[src/rtl/wcb_pkg.sv]
package wcb_pkg;
  typedef enum logic {
    WCB_FILL  = 1'b0,
    WCB_DRAIN = 1'b1
  } wcb_state_t;
endpackage

[src/rtl/wcb_merge.sv]
module wcb_merge #(
  parameter int LINE_BYTES = 32,
  parameter int WORD_BYTES = 4,
  localparam int WORDS     = LINE_BYTES / WORD_BYTES,
  localparam int IDX_W     = $clog2(WORDS)
) (
  input  logic [IDX_W-1:0]        word_idx,
  input  logic [8*WORD_BYTES-1:0] wr_data,
  input  logic [WORD_BYTES-1:0]   wr_strb,
  input  logic [8*LINE_BYTES-1:0] cur_data,
  input  logic [LINE_BYTES-1:0]   cur_mask,
  output logic [8*LINE_BYTES-1:0] nxt_data,
  output logic [LINE_BYTES-1:0]   nxt_mask
);
  // Each line byte decides on its own whether the incoming word covers it.
  for (genvar b = 0; b < LINE_BYTES; b++) begin : g_lane
    localparam int W = b / WORD_BYTES;
    localparam int L = b % WORD_BYTES;
    logic hit;
    assign hit = (word_idx == IDX_W'(W)) && wr_strb[L];
    assign nxt_data[8*b +: 8] = hit ? wr_data[8*L +: 8] : cur_data[8*b +: 8];
    assign nxt_mask[b]        = cur_mask[b] | hit;
  end
endmodule

[src/rtl/wcb_ctrl.sv]
module wcb_ctrl
  import wcb_pkg::*;
(
  input  logic clk,
  input  logic rst_n,
  input  logic st_valid,
  input  logic flush,
  input  logic conflict,
  input  logic nonempty,
  input  logic full_next,
  input  logic mem_ready,
  output logic st_ready,
  output logic accept,
  output logic draining,
  output logic clear
);
  wcb_state_t state_q, state_d;

  assign draining = (state_q == WCB_DRAIN);
  assign st_ready = !draining && !flush && !conflict;
  assign accept   = st_valid && st_ready;
  assign clear    = draining && mem_ready;

  always_comb begin
    state_d = state_q;
    if (draining) begin
      if (mem_ready) state_d = WCB_FILL;
    end else if ((flush && nonempty) || (st_valid && conflict) ||
                 (accept && full_next)) begin
      state_d = WCB_DRAIN;
    end
  end

  always_ff @(posedge clk) begin
    if (!rst_n) state_q <= WCB_FILL;
    else        state_q <= state_d;
  end

  // no store is taken while a burst is outstanding
  assert_ready_low_in_drain_R8: assert property (@(posedge clk) disable iff (!rst_n)
    draining |-> !st_ready);
  // an accepted burst ends the drain
  assert_drain_ends_R9: assert property (@(posedge clk) disable iff (!rst_n)
    (draining && mem_ready) |=> !draining);
  // a waiting store to another line triggers a drain
  assert_conflict_drains_R6: assert property (@(posedge clk) disable iff (!rst_n)
    (!draining && st_valid && conflict) |=> draining);
endmodule

[src/rtl/wc_store_buf.sv]
module wc_store_buf #(
  parameter int ADDR_W     = 32,
  parameter int LINE_BYTES = 32,
  parameter int WORD_BYTES = 4,
  localparam int OFF_W     = $clog2(LINE_BYTES),
  localparam int WB_W      = $clog2(WORD_BYTES),
  localparam int IDX_W     = OFF_W - WB_W,
  localparam int TAG_W     = ADDR_W - OFF_W
) (
  input  logic                    clk,
  input  logic                    rst_n,
  input  logic                    st_valid,
  output logic                    st_ready,
  input  logic [ADDR_W-1:0]       st_addr,
  input  logic [8*WORD_BYTES-1:0] st_data,
  input  logic [WORD_BYTES-1:0]   st_strb,
  input  logic                    flush,
  output logic                    mem_valid,
  input  logic                    mem_ready,
  output logic [ADDR_W-1:0]       mem_addr,
  output logic [8*LINE_BYTES-1:0] mem_data,
  output logic [LINE_BYTES-1:0]   mem_be
);
  logic [TAG_W-1:0]        tag_q;
  logic [8*LINE_BYTES-1:0] data_q, data_nxt;
  logic [LINE_BYTES-1:0]   mask_q, mask_nxt;
  logic [TAG_W-1:0]        st_tag;
  logic [IDX_W-1:0]        st_idx;
  logic nonempty, conflict, accept, draining, clear;

  assign st_tag   = st_addr[ADDR_W-1:OFF_W];
  assign st_idx   = st_addr[OFF_W-1:WB_W];
  assign nonempty = |mask_q;
  assign conflict = nonempty && (st_tag != tag_q);

  wcb_merge #(.LINE_BYTES(LINE_BYTES), .WORD_BYTES(WORD_BYTES)) u_merge (
    .word_idx (st_idx),
    .wr_data  (st_data),
    .wr_strb  (st_strb),
    .cur_data (data_q),
    .cur_mask (mask_q),
    .nxt_data (data_nxt),
    .nxt_mask (mask_nxt)
  );

  wcb_ctrl u_ctrl (
    .clk       (clk),
    .rst_n     (rst_n),
    .st_valid  (st_valid),
    .flush     (flush),
    .conflict  (conflict),
    .nonempty  (nonempty),
    .full_next (&mask_nxt),
    .mem_ready (mem_ready),
    .st_ready  (st_ready),
    .accept    (accept),
    .draining  (draining),
    .clear     (clear)
  );

  always_ff @(posedge clk) begin
    if (!rst_n) begin
      mask_q <= '0;
      tag_q  <= '0;
      data_q <= '0;
    end else if (clear) begin
      mask_q <= '0;
    end else if (accept) begin
      mask_q <= mask_nxt;
      data_q <= data_nxt;
      if (!nonempty) tag_q <= st_tag;
    end
  end

  assign mem_valid = draining;
  assign mem_addr  = {tag_q, {OFF_W{1'b0}}};
  assign mem_data  = data_q;
  assign mem_be    = mask_q;

  // stores arrive word aligned
  assert_store_aligned_R4: assert property (@(posedge clk) disable iff (!rst_n)
    st_valid |-> (st_addr[WB_W-1:0] == '0));
  // a burst never carries an empty mask
  assert_no_empty_burst_R7: assert property (@(posedge clk) disable iff (!rst_n)
    mem_valid |-> (mem_be != '0));
  // a full line is always being drained
  assert_full_drains_R5: assert property (@(posedge clk) disable iff (!rst_n)
    (&mask_q) |-> mem_valid);
  // payload holds while memory stalls
  assert_burst_stable_R8: assert property (@(posedge clk) disable iff (!rst_n)
    (mem_valid && !mem_ready) |=> (mem_valid && $stable(mem_addr) &&
                                   $stable(mem_be) && $stable(mem_data)));
  // mask is empty after an accepted burst
  assert_mask_clears_R9: assert property (@(posedge clk) disable iff (!rst_n)
    (mem_valid && mem_ready) |=> (mem_be == '0));
endmodule

[config.mk]
export PLATFORM = sky130hd
export DESIGN_NAME = wc_store_buf
export DESIGN_NICKNAME = d
export VERILOG_FILES = /design/src/rtl/wcb_pkg.sv /design/src/rtl/wcb_merge.sv /design/src/rtl/wcb_ctrl.sv /design/src/rtl/wc_store_buf.sv
export SDC_FILE = /design/constraint.sdc
export NUM_CORES = 1
export LEC_CHECK = 0
export BUFFER_PORTS_ARGS = -buffer_cell sky130_fd_sc_hd__buf_2
export CORE_ASPECT_RATIO = 0.75
export CORE_MARGIN = 5
export CORE_UTILIZATION = 25
export DETAILED_ROUTE_END_ITERATION = 12
export REMOVE_ABC_BUFFERS = 1
export SLEW_MARGIN = 25
export SYNTH_ARGS = -nofsm -noshare
export SYNTH_HDL_FRONTEND = slang
export SYNTH_SLANG_ARGS = --single-unit
[constraint.sdc]
create_clock -name clk -period 2.22 [get_ports clk]
set_input_delay 0.222 -clock clk [delete_from_list [all_inputs] [get_ports clk]]
set_output_delay 0.222 -clock clk [all_outputs]
set_load 0.05 [all_outputs]
* After elaboration in Yosys (flattened, before gate mapping)
Cells that the tools add are included.
** Storage, ports and cells
- Bits in registers :: 316
- Bits of input ports :: 73
- Logic and storage cells :: 163
** Cells by class
- Equality and inequality tests :: 8
- Mux-type cells :: 3
- Bitwise logic cells :: 35
- Reductions and logical operators :: 82
** Operator list (count)
- 3-bit AND reduction :: 33
- 1-bit logical AND :: 40
- 1-bit OR :: 32
- 32-bit AND reduction :: 1
- 32-bit OR reduction :: 1
- 27-bit != test :: 1
- 3-bit == test, second input constant :: 4
- 3-bit by 2-bit == test with 1-bit output, second input constant :: 2
- 3-bit by 1-bit == test with 1-bit output, second input constant :: 1
- 1-bit zero test :: 3
- 3-bit zero test :: 1
- 1-bit two-way mux :: 3
- 1-bit inverter :: 3
- 1-bit logical OR :: 2
- 2-bit OR reduction :: 1

* Logic depth before layout (Yosys ltp)
- Depth in word-level cells :: 9
- Mapped depth :: 9
- Mapped depth without buffers :: 6

* Cells and area by module
A second synthesis with hierarchy kept.
** Unflattened totals
- Cells, all modules :: 1752
- Area, all modules :: 15862.7 um2
** Modules (own cells, without submodules)
- wc_store_buf :: times used 1, cells each 1398, area an instance 12081.6 um2
- wcb_merge :: times used 1, cells each 345, area an instance 3706.1 um2
- wcb_ctrl :: times used 1, cells each 9, area an instance 75.1 um2

* Worst setup path after synthesis
OpenSTA, ideal clock, no wires.
- Path type :: register -> output
- Start point :: register tag_q[7]
- End point :: output st_ready
- Arrival :: 2.509 ns
- Data required time :: 1.998 ns
- Path slack :: -0.511 ns
- Stages on the path, launching flop included :: 6
- Path through :: dfxtp_1 xnor2_1 nand4_1 nor4_4 a21oi_1 nor3_1
** Between the ends
- Cells in the longest elaborated chain, start to end :: 4
** Ends and longest elaborated chain
- from (decl) :: line wc_store_buf.sv:24 : logic [TAG_W-1:0] tag_q;
- from (signal assigned) :: line wc_store_buf.sv:71 : if (!nonempty) tag_q <= st_tag;
- 27-bit != test :: line wc_store_buf.sv:34 : assign conflict = nonempty && (st_tag != tag_q);
- 1-bit logical AND :: line wc_store_buf.sv:34
- 1-bit zero test :: line wcb_ctrl.sv:20 : assign st_ready = !draining && !flush && !conflict;
- 1-bit logical AND :: line wcb_ctrl.sv:20
- to (decl) :: line wc_store_buf.sv:13 : output logic st_ready,
Every way passes these cells.

* Worst setup path in the final report
- Start point :: register mask_q[31], in the netlist mem_be[31]
- End point :: output st_ready
** Between the ends
- Cells in the longest elaborated chain, start to end :: 4
** Ends and longest elaborated chain
- from (decl) :: line wc_store_buf.sv:26 : logic [LINE_BYTES-1:0] mask_q, mask_nxt;
- from (signal assigned) :: line wc_store_buf.sv:69 : mask_q <= mask_nxt;
- 32-bit OR reduction :: line wc_store_buf.sv:33 : assign nonempty = |mask_q;
- 1-bit logical AND :: line wc_store_buf.sv:34
- 1-bit zero test :: line wcb_ctrl.sv:20
- 1-bit logical AND :: line wcb_ctrl.sv:20
Every way passes these cells.

==> results.json <==
{
  "synth_compound_area_share_pct": 3.87,
  "layout-drive-gt1-share_pct": 38.6,
  "cts_root_buf": "clkbuf_16",
  "fin_hold_ws_ps": -12.5,
  "grt_pass1_vias": 11000,
  "r2r_cells": 11,
  "rows": 71,
  "finish.utilization_pct": 37.0,
  "dpl.hpwl_um": 34200,
  "max-cap-violations": 0,
  "arrival_ps": 2200,
  "worst_slew_pin_slew_ps": 963,
  "startpoint_type": "register",
  "drt_wl_total_um": 47100,
  "yosys-top-cells-area": "dfxtp_1 50%, mux2i_1 23%, nand2_1 8.8%",
  "grt.overflow.total": 0,
  "critPathRequiredTime_ps": 2000,
  "fin_cells": 2407,
  "maxSlewHeadroom_pct": 35.8,
  "rsz0062_at_grt": "true",
  "dieHeight_um": 204,
  "layout.nets": 1796,
  "synth-async-reset-ratio_pct": 0,
  "setup_viol": 123,
  "clk_pin_slew_ps": 60,
  "fp.dieW_um": 269,
  "num-fill-cells": 4917,
  "violations": "negative hold slack, negative setup slack",
  "setup_slack_ps": -199,
  "period_needed_ps": 2420,
  "antenna_found_initial": 4,
  "ys.flop_type": "dfxtp_1",
  "area_growth_pct": 46.8,
  "synth_cell_types": 47,
  "synth_xor_area_share_pct": 1.88,
  "drv_slew": 0,
  "power_frac_comb_pct": 13.0,
  "grt_pass1_wl_um": 69100,
  "power_density_nw_per_um2": 794,
  "yosysMostFrequentCell": "dfxtp_1",
  "pwr-share-clk_pct": 47.1,
  "wire_per_inst_um": 19.6,
  "synth-simple-area-share_pct": 18.9,
  "cts_max_level": 2,
  "p_leak_nw": 8.34,
  "synthDominantCellAreaShare_pct": 50.3,
  "synth_fa_ha_area_share_pct": 0,
  "yosysTopAreaCell": "dfxtp_1",
  "synth_area_per_cell_um2": 10.6,
  "reg2reg_slack_ps": -130,
  "final_antenna_net_count": 0,
  "post-route-period-util_pct": 109,
  "clock-sinks": 316,
  "setup.worst_path.end_class": "primary output",
  "ioPinCount": 395,
  "p_seq_share_pct": 39.9,
  "status": "finished with violations",
  "vdd_drop_max_uv": 428,
  "cp_max_fo": 5,
  "synthMuxAreaShare_pct": 22.5,
  "synth_area_um2": 12600,
  "synth_warnings": 0,
  "drtPass1Iterations": 5,
  "dp.cells": 2281,
  "drc": 0,
  "gp_congestion": 0.888,
  "synth_top_family_by_area": "multiplexers",
  "grt_max_degree": 60,
  "fmax_ghz": 0.413,
  "drt-vias-per-instance": 4.45,
  "clk_latency_ps": 550,
  "cts_buffers": 38,
  "cts_tree": "yes",
  "vias": 10700,
  "p_sw_mw": 3.84,
  "multiInputGateArea_um2": 6220,
  "p_int_mw": 10.8,
  "synthTopCellsByCount": "316 x dfxtp_1, 295 x nand2_1, 283 x mux2i_1",
  "criticalPathCategory": "register to primary output",
  "hold_path.class": "primary input to register",
  "track_usage_pct": 16.1,
  "ys_seq_area_share_pct": 50.3,
  "dieArea_um2": 55000,
  "drt_iter0_markers": 538,
  "regArea_um2": 6340,
  "finalHoldViolations": 1,
  "swShare_pct": 26.2,
  "synth-edff-count": 0,
  "ys_ff_latch": 316,
  "initial_core_util_pct": 25.2,
  "holdPathStages": 4,
  "cts_buffer_depth": 3,
  "finClkSkew_ps": 13.7,
  "postSynthCellCount": 1185,
  "io_buffers": 387,
  "core_area_um2": 50000
}
## power groups by stage
stage	clock network, mW	registers [mW]	logic [mW]
final	6.91	5.85	1.92
after global routing	7.34	5.86	2.04
after CTS	7.14	5.85	1.84
after detailed placement	0	5.97	1.71
after global placement	0	5.97	1.68
after floorplan	0	6.33	0.615
## final timing paths
check,start,endpoint
max,mem_be[31],st_ready
min,mem_ready,u_ctrl.draining
max reg2reg,mem_be[27],mem_data[233]
min reg2reg,mem_data[177],mem_data[177]
## cell usage in the layout, fill, tap and decap left out, drive strengths merged, types with 2 or more instances in the layout
master / Yosys / final
inv: 1 / 5
nor3: 10 / 10
o21ai: 5 / 5
clkinvlp: 0 / 2
buf: 19 / 525
nor4: 12 / 12
clkinv: 0 / 5
nand4: 10 / 10
nand2b: 2 / 2
nor2b: 34 / 34
a21oi: 9 / 9
dfxtp: 316 / 316
nand4b: 2 / 2
nand2: 299 / 299
nor2: 40 / 47
and2: 3 / 3
conb: 1 / 5
clkbuf: 44 / 47
bufinv: 0 / 8
and4b: 2 / 2
and3b: 2 / 2
a31oi: 10 / 10
mux2i: 283 / 283
nand3: 3 / 3
dlygate4sd3: 0 / 25
a31o: 3 / 3
o21a: 32 / 32
xnor2: 27 / 27
## worst max-delay path, stage by stage (launching register included)
cell and delay [ps]:
dfxtp_1 350, nor4_1 340, nand4_1 170, buf_6 170
nor2_4 150, a21oi_4 60, nor3_2 140, buf_4 140
buf_12 130
## sequential cells by signal, summed over array words and instances, names as in the netlist
| signal | flops |
|---|---|
| u_ctrl.draining | 1 |
| mem_be | 32 |
| tag_q | 27 |
| mem_data | 256 |
## cell type report
| cell class | count | share of cell area [%] |
|---|---|---|
| Clock buffer | 47 | 5.77 |
| Timing Repair Buffer | 550 | 20.0 |
| Sequential cell | 316 | 34.3 |
| Multi-Input combinational cell | 816 | 33.7 |
| Tap cell | 657 | 4.45 |
| Antenna cell | 1 | 0.0135 |
| Clock inverter | 19 | 1.74 |
| Inverter | 1 | 0.0203 |
## per-layer routing
metal  vias up  GRT usage, %  share of wire, %
li1       5138             -                 -
met1      5161          20.8                45
met2       346          26.0                45
met3        53          6.07               8.5
met4         6          3.68               1.5
met5         -             0             0.087
## cell families after synthesis
family,count (synthesis)
buffers and inverters,64
AND/OR/NAND/NOR,425
flip-flops,316
XOR/XNOR,27
AO/OA/AOI/OAI,69
multiplexers,283
other,1
## what timing repair did
item,in CTS,in global routing
endpoints found under the hold margin,26,0
gates cloned,6,2
gates resized for setup,21,33
setup buffers,7,19
hold buffers,26,0
setup endpoints to repair,187,283
pin swaps,36,17
## stage by stage
stage          power, mW  setup WS, ps  hold slack, ps  setup TNS, ps  area [µm²]
2_1_floorplan       6.95         -1640             350        -445920       12300
3_3_place_gp        7.65          -203             438         -23900       16200
3_5_place_dp        7.68          -254             444         -25680       16300
4_1_cts             14.8          -232           -42.7          -7640       18200
5_1_grt             15.2          -326            27.1         -29280       18500
6_report            14.7          -199           -12.5          -6160       18500
(Power assumes the default switching activity.)
